==> config.mk <==
export PLATFORM = sky130hd
export DESIGN_NAME = bitgap_watchdog
export DESIGN_NICKNAME = d
export VERILOG_FILES = /design/src/rtl/bitgap_wdg_pkg.sv /design/src/rtl/bitgap_cfg_hold.sv /design/src/rtl/bitgap_gap_ctr.sv /design/src/rtl/bitgap_watchdog.sv
export SDC_FILE = /design/constraint.sdc
export NUM_CORES = 1
export LEC_CHECK = 0
export BUFFER_PORTS_ARGS = -buffer_cell sky130_fd_sc_hd__buf_4
export CORE_ASPECT_RATIO = 1.5
export CORE_MARGIN = 2
export CORE_UTILIZATION = 50
export DETAILED_ROUTE_END_ITERATION = 6
export HOLD_SLACK_MARGIN = 0.05
export PLACE_DENSITY_LB_ADDON = 0.15
export SLEW_MARGIN = 20
export SYNTH_ARGS = -nofsm -noshare
export SYNTH_HDL_FRONTEND = slang
export SYNTH_SLANG_ARGS = --single-unit
==> constraint.sdc <==
create_clock -name clk -period 2.2 [get_ports clk]
set_input_delay 0.44 -clock clk [delete_from_list [all_inputs] [get_ports clk]]
set_output_delay 0.44 -clock clk [all_outputs]
set_load 0.05 [all_outputs]
==> src/rtl/bitgap_wdg_pkg.sv <==
package bitgap_wdg_pkg;
    typedef enum logic [1:0] {
        WD_IDLE   = 2'd0,
        WD_TOKEN  = 2'd1,
        WD_BLOCK  = 2'd2,
        WD_POISON = 2'd3
    } wd_state_e;
endpackage

==> src/rtl/bitgap_cfg_hold.sv <==
module bitgap_cfg_hold #(
    parameter int CNT_W = 16,
    parameter int LOW_W = 12
) (
    input  logic             clk,
    input  logic             rst_n,
    input  logic             load,
    input  logic [CNT_W-1:0] gap_in,
    input  logic [LOW_W-1:0] low_in,
    input  logic [LOW_W-1:0] low_len,
    output logic [CNT_W-1:0] gap_lim,
    output logic             low_over
);
    logic [LOW_W-1:0] low_lim_q;

    always_ff @(posedge clk or negedge rst_n) begin
        if (!rst_n) begin
            gap_lim   <= '0;
            low_lim_q <= '0;
        end else if (load) begin
            gap_lim   <= gap_in;
            low_lim_q <= low_in;
        end
    end

    assign low_over = (low_len > low_lim_q);

    // limits move only on arming
    assert_cfg_stable_R9: assert property (@(posedge clk) disable iff (!rst_n)
        !load |=> ($stable(gap_lim) && $stable(low_lim_q)));
endmodule

==> src/rtl/bitgap_gap_ctr.sv <==
module bitgap_gap_ctr #(
    parameter int CNT_W = 16
) (
    input  logic             clk,
    input  logic             rst_n,
    input  logic             clr,
    input  logic             inc,
    input  logic [CNT_W-1:0] limit,
    output logic [CNT_W-1:0] count,
    output logic             at_limit
);
    always_ff @(posedge clk or negedge rst_n) begin
        if (!rst_n)      count <= '0;
        else if (clr)    count <= '0;
        else if (inc)    count <= count + 1'b1;
    end

    assign at_limit = (count == limit);

    assert_no_overflow_R3: assert property (@(posedge clk) disable iff (!rst_n)
        count <= limit);
endmodule

==> src/rtl/bitgap_watchdog.sv <==
module bitgap_watchdog
    import bitgap_wdg_pkg::*;
#(
    parameter int CNT_W = 16,
    parameter int LOW_W = 12
) (
    input  logic             clk,
    input  logic             rst_n,
    input  logic             tok_lead,
    input  logic             bit_rx,
    input  logic             tok_ok,
    input  logic             cmd_flag_ok,
    input  logic             last_bit,
    input  logic [LOW_W-1:0] low_len,
    input  logic [CNT_W-1:0] cfg_gap_max,
    input  logic [LOW_W-1:0] cfg_low_max,
    output logic             sleep_req
);
    wd_state_e        st_q, st_d;
    logic             cnt_clr, cnt_inc, cfg_load, fire;
    logic             at_lim, over;
    logic [CNT_W-1:0] gap_lim, gap_cnt;
    logic             restart;

    bitgap_cfg_hold #(.CNT_W(CNT_W), .LOW_W(LOW_W)) u_cfg (
        .clk(clk), .rst_n(rst_n), .load(cfg_load),
        .gap_in(cfg_gap_max), .low_in(cfg_low_max), .low_len(low_len),
        .gap_lim(gap_lim), .low_over(over)
    );

    bitgap_gap_ctr #(.CNT_W(CNT_W)) u_ctr (
        .clk(clk), .rst_n(rst_n), .clr(cnt_clr), .inc(cnt_inc),
        .limit(gap_lim), .count(gap_cnt), .at_limit(at_lim)
    );

    assign restart = bit_rx | tok_ok | tok_lead | cmd_flag_ok;

    always_ff @(posedge clk or negedge rst_n) begin
        if (!rst_n) st_q <= WD_IDLE;
        else        st_q <= st_d;
    end

    always_comb begin
        st_d     = st_q;
        cnt_clr  = 1'b0;
        cnt_inc  = 1'b0;
        cfg_load = 1'b0;
        fire     = 1'b0;
        unique case (st_q)
            WD_IDLE: begin
                cnt_clr = 1'b1;
                if (cmd_flag_ok) begin
                    st_d     = WD_BLOCK;
                    cfg_load = 1'b1;
                end else if (tok_lead) begin
                    st_d     = WD_TOKEN;
                    cfg_load = 1'b1;
                end
            end
            WD_TOKEN, WD_BLOCK: begin
                if (st_q == WD_TOKEN && cmd_flag_ok && !over) begin
                    st_d    = WD_BLOCK;
                    cnt_clr = 1'b1;
                end else if (st_q == WD_TOKEN && tok_ok && !over) begin
                    st_d    = WD_IDLE;
                    cnt_clr = 1'b1;
                end else if (st_q == WD_BLOCK && last_bit && !over) begin
                    st_d    = WD_IDLE;
                    cnt_clr = 1'b1;
                end else if (over) begin
                    if (at_lim) begin
                        fire    = 1'b1;
                        st_d    = WD_IDLE;
                        cnt_clr = 1'b1;
                    end else begin
                        st_d    = WD_POISON;
                        cnt_inc = 1'b1;
                    end
                end else if (restart) begin
                    cnt_clr = 1'b1;
                end else if (at_lim) begin
                    fire    = 1'b1;
                    st_d    = WD_IDLE;
                    cnt_clr = 1'b1;
                end else begin
                    cnt_inc = 1'b1;
                end
            end
            WD_POISON: begin
                if (at_lim) begin
                    fire    = 1'b1;
                    st_d    = WD_IDLE;
                    cnt_clr = 1'b1;
                end else begin
                    cnt_inc = 1'b1;
                end
            end
            default: st_d = WD_IDLE;
        endcase
    end

    always_comb begin
        sleep_req = fire;
    end

    assert_single_pulse_R8: assert property (@(posedge clk) disable iff (!rst_n)
        sleep_req |=> !sleep_req);
    assert_disarm_after_R8: assert property (@(posedge clk) disable iff (!rst_n)
        sleep_req |=> (st_q == WD_IDLE));
    assert_idle_quiet_R7: assert property (@(posedge clk) disable iff (!rst_n)
        (st_q == WD_IDLE) |-> (!sleep_req && gap_cnt == '0));
    assert_poison_sticks_R6: assert property (@(posedge clk) disable iff (!rst_n)
        (st_q == WD_POISON && !sleep_req) |=> (st_q == WD_POISON));
endmodule

==> results.sh <==
export IMPL_status="finished with violations"
export IMPL_violations="negative setup slack"
export IMPL_synthTopCellsByArea="dfrtp_1 43%, mux2_2 12%, xnor2_1 9.5%"
export IMPL_met2_usage=0.4272
export IMPL_fin_crit_ps=2480
export IMPL_cts_buffers=5
export IMPL_fin_util=0.7284
export IMPL_cp_top_family="simple AND/OR/NAND/NOR gates"
export IMPL_die_w_um=63.64
export IMPL_grt_pass1_vias=2317
export IMPL_dieHeight_um=93.46
export IMPL_use_met1=0.2258
export IMPL_slew_headroom=0.6059
export IMPL_clock_latency_ps=300
export IMPL_startpoint_type="flip-flop"
export IMPL_ys_seq_area_frac=0.4315
export IMPL_path_buf_inv=2
export IMPL_p_leak_nw=1.574
export IMPL_syn_inst=251
export IMPL_routed_via_count=2151
export IMPL_p_sw_mw=1.794
export IMPL_busiest_layer="met2"
export IMPL_fill_cells=369
export IMPL_required_ps=1760
export IMPL_worstMarginPinSlew_ps=591.2
export IMPL_finalSetupViolCount=7
export IMPL_area_delta_synth_final_pct=41.04
export IMPL_grt_usage=0.2199
export IMPL_grt_max_degree=47
export IMPL_synth_area_per_cell_sq_um=10.63
export IMPL_yosysWarnings=0
export IMPL_clk_pin_slew_ps=80
export IMPL_n_antenna_cell=0
export IMPL_power_density_nw_per_um2=1203
export IMPL_clock_sinks=46
export IMPL_coreArea_sq_um=5165
export IMPL_antenna_found_initial=0
export IMPL_yosys_area_top_type="dfrtp_1"
export IMPL_antenna_left=0
export IMPL_wirelength_um=6106
export IMPL_drt_initial_drc_count=75
export IMPL_fin_cells=394
export IMPL_hold_buffers=0
export IMPL_floorplan_io_pins=48
export IMPL_syn_nets=316
export IMPL_worst_setup_path_end_kind="output port"
export IMPL_pwr_share_seq=0.302
export IMPL_pwr_share_comb=0.589
export IMPL_num_rows=32
export IMPL_crit_fanout=4
export IMPL_globalRouteOverflowTotal=0
export IMPL_clkPwrFrac=0.109
export IMPL_viasPerCell=5.459
export IMPL_period_share=1.127
export IMPL_first_pass_iters=4
export IMPL_swShare=0.3963
export IMPL_hp_class="in -> async"
export IMPL_hpwl_um=4575
export IMPL_fin_setup_tns_ps=-672.1
export IMPL_io_buffers=47
export IMPL_cts_tree="yes"
export IMPL_rrSetupSlack_ps=-90
export IMPL_wl_per_cell_um=15.50
export IMPL_hold_viol=0
export IMPL_max_stage_delay_ps=370
export IMPL_netlist_area_leader_share=0.4315
export IMPL_grt_use_met3=0.02888
export IMPL_drv_cap=0
export IMPL_yosysMostFrequentCell="dfrtp_1"
export IMPL_dp_cells=383
export IMPL_drv_slew=0
export IMPL_rsz0062_at_grt="yes"
export IMPL_path_class="reg -> out"
export IMPL_htree_levels=2
export IMPL_fmax_mhz=403.2
export IMPL_route_detailed_drc=0
export IMPL_intPower_mw=2.734
export IMPL_synth_commonest_cells="46 x dfrtp_1, 29 x xnor2_1, 28 x mux2_2, 19 x nor2_1, 18 x ha_1"
export IMPL_synth_cell_area_sq_um=2668
export IMPL_drive_above_1_share=0.5153
export IMPL_fin_nets=391
export IMPL_die_area_sq_um=5947
export IMPL_synthArstFlopShare=1.000
export IMPL_synth_cell_types=40
export IMPL_globalplace_congestion=0.8537
export IMPL_synth_ff_type="dfrtp_1"
export IMPL_start_util=0.5165
export IMPL_fin_worst_skew_ps=6.369
export IMPL_slowest_stage="dfrtp_1"
export IMPL_synth_seq_cells=46
export IMPL_ir_drop_v=0.0007976
export IMPL_grt_pass1_wl_um=10170
export IMPL_cts_root_buffer="clkbuf_8"
export IMPL_synth_edf_count=0
export IMPL_crit_chain="inv_2 > ha_4 > nand4_1 > nor2_1 > nor3_2 > nor4b_4 > buf_6"
export IMPL_cts_buffer_depth=2
export IMPL_fin_ws_ps=-280.4
export IMPL_cp_data_arrival_time_ps=2040
## cells in the final DEF (no fill, tap or decap), types with 4 or more instances in the layout
cell	n
ha_1	6
xnor2_1	28
nand4_1	8
buf_6	4
a21oi_1	7
dfrtp_1	45
mux2_2	28
a21oi_2	5
nor3_2	6
buf_4	69
inv_2	8
o21ai_0	5
nand3_1	5
nor2_1	17
ha_4	12
clkbuf_8	5
inv_1	7
nand2_1	12
nor4_4	5
## cell families after synthesis
family | after synthesis | synth area share
AND/OR/NAND/NOR | 76 | 0.1604
XOR/XNOR | 30 | 0.09850
flip-flops | 46 | 0.4315
adder cells (fa/ha/maj) | 18 | 0.08443
multiplexers | 28 | 0.1182
buffers and inverters | 21 | 0.03377
AO/OA/AOI/OAI | 32 | 0.07317
## layer usage
layer,share of wire,wire length [um]
met5,0,0
met3,0.030,182
met4,0.027,167
met2,0.57,3495
met1,0.37,2260
## final timing paths
kind,startpoint,to,cells after the start
worst min register to register,u_cfg.low_lim_q[6],u_cfg.low_lim_q[6],1
worst min-delay path,rst_n,u_cfg.low_lim_q[5],1
worst max-delay path,u_cfg.low_lim_q[10],sleep_req,7
min in group clk,cfg_low_max[5],u_cfg.low_lim_q[5],2
worst max register to register,u_cfg.low_lim_q[10],u_ctr.count[15],9
max in group asynchronous,rst_n,u_ctr.count[5],1
## final cells by class
type                    count  area, sq um  area share
clock buffers               5        68.82     0.01829
inverters                  15        56.30     0.01497
multi-input cells         184         1807      0.4802
repair buffers             74        583.1      0.1550
well taps                  68        85.08     0.02261
clock inverters             2        10.01    0.002660
flip-flops and latches     46         1152      0.3063
## sequential cells by signal, indices dropped and copies added, names as in the netlist
name             count
u_ctr.count         16
st_q                 2
u_cfg.low_lim_q     12
u_cfg.gap_lim       16
## through the flow
stage / hold slack, ps / area [sq um] / total power [mW] / setup WS [ps]
after floorplan: 144.4 / 2889 / 2.925 / -175.3
after global placement: 484.4 / 3468 / 3.622 / -138.5
after detailed placement: 484.3 / 3468 / 3.730 / -195.6
after CTS: 156.7 / 3606 / 4.301 / -307.2
after global routing: 176.9 / 3762 / 4.866 / -448.5
final: 127.4 / 3762 / 4.528 / -280.4
## repair_timing
| action | in CTS | in global routing |
|---|---|---|
| endpoints found under the hold margin | 0 | 0 |
| buffers inserted | 1 | 3 |
| setup endpoints to repair | 17 | 19 |
| resized for setup | 9 | 31 |
| pin swaps | 1 | 8 |
## power by group through the flow
| stage | Clock, mW | Combinational, mW | Sequential (mW) |
|---|---|---|---|
| finish | 0.492 | 2.67 | 1.37 |
| detailed placement | 0 | 2.35 | 1.38 |
| global route | 0.537 | 2.92 | 1.41 |
| floorplan | 0 | 1.60 | 1.32 |
| CTS | 0.506 | 2.43 | 1.36 |
| global placement | 0 | 2.26 | 1.36 |
Note: power is estimated with default switching activity, not from simulation.
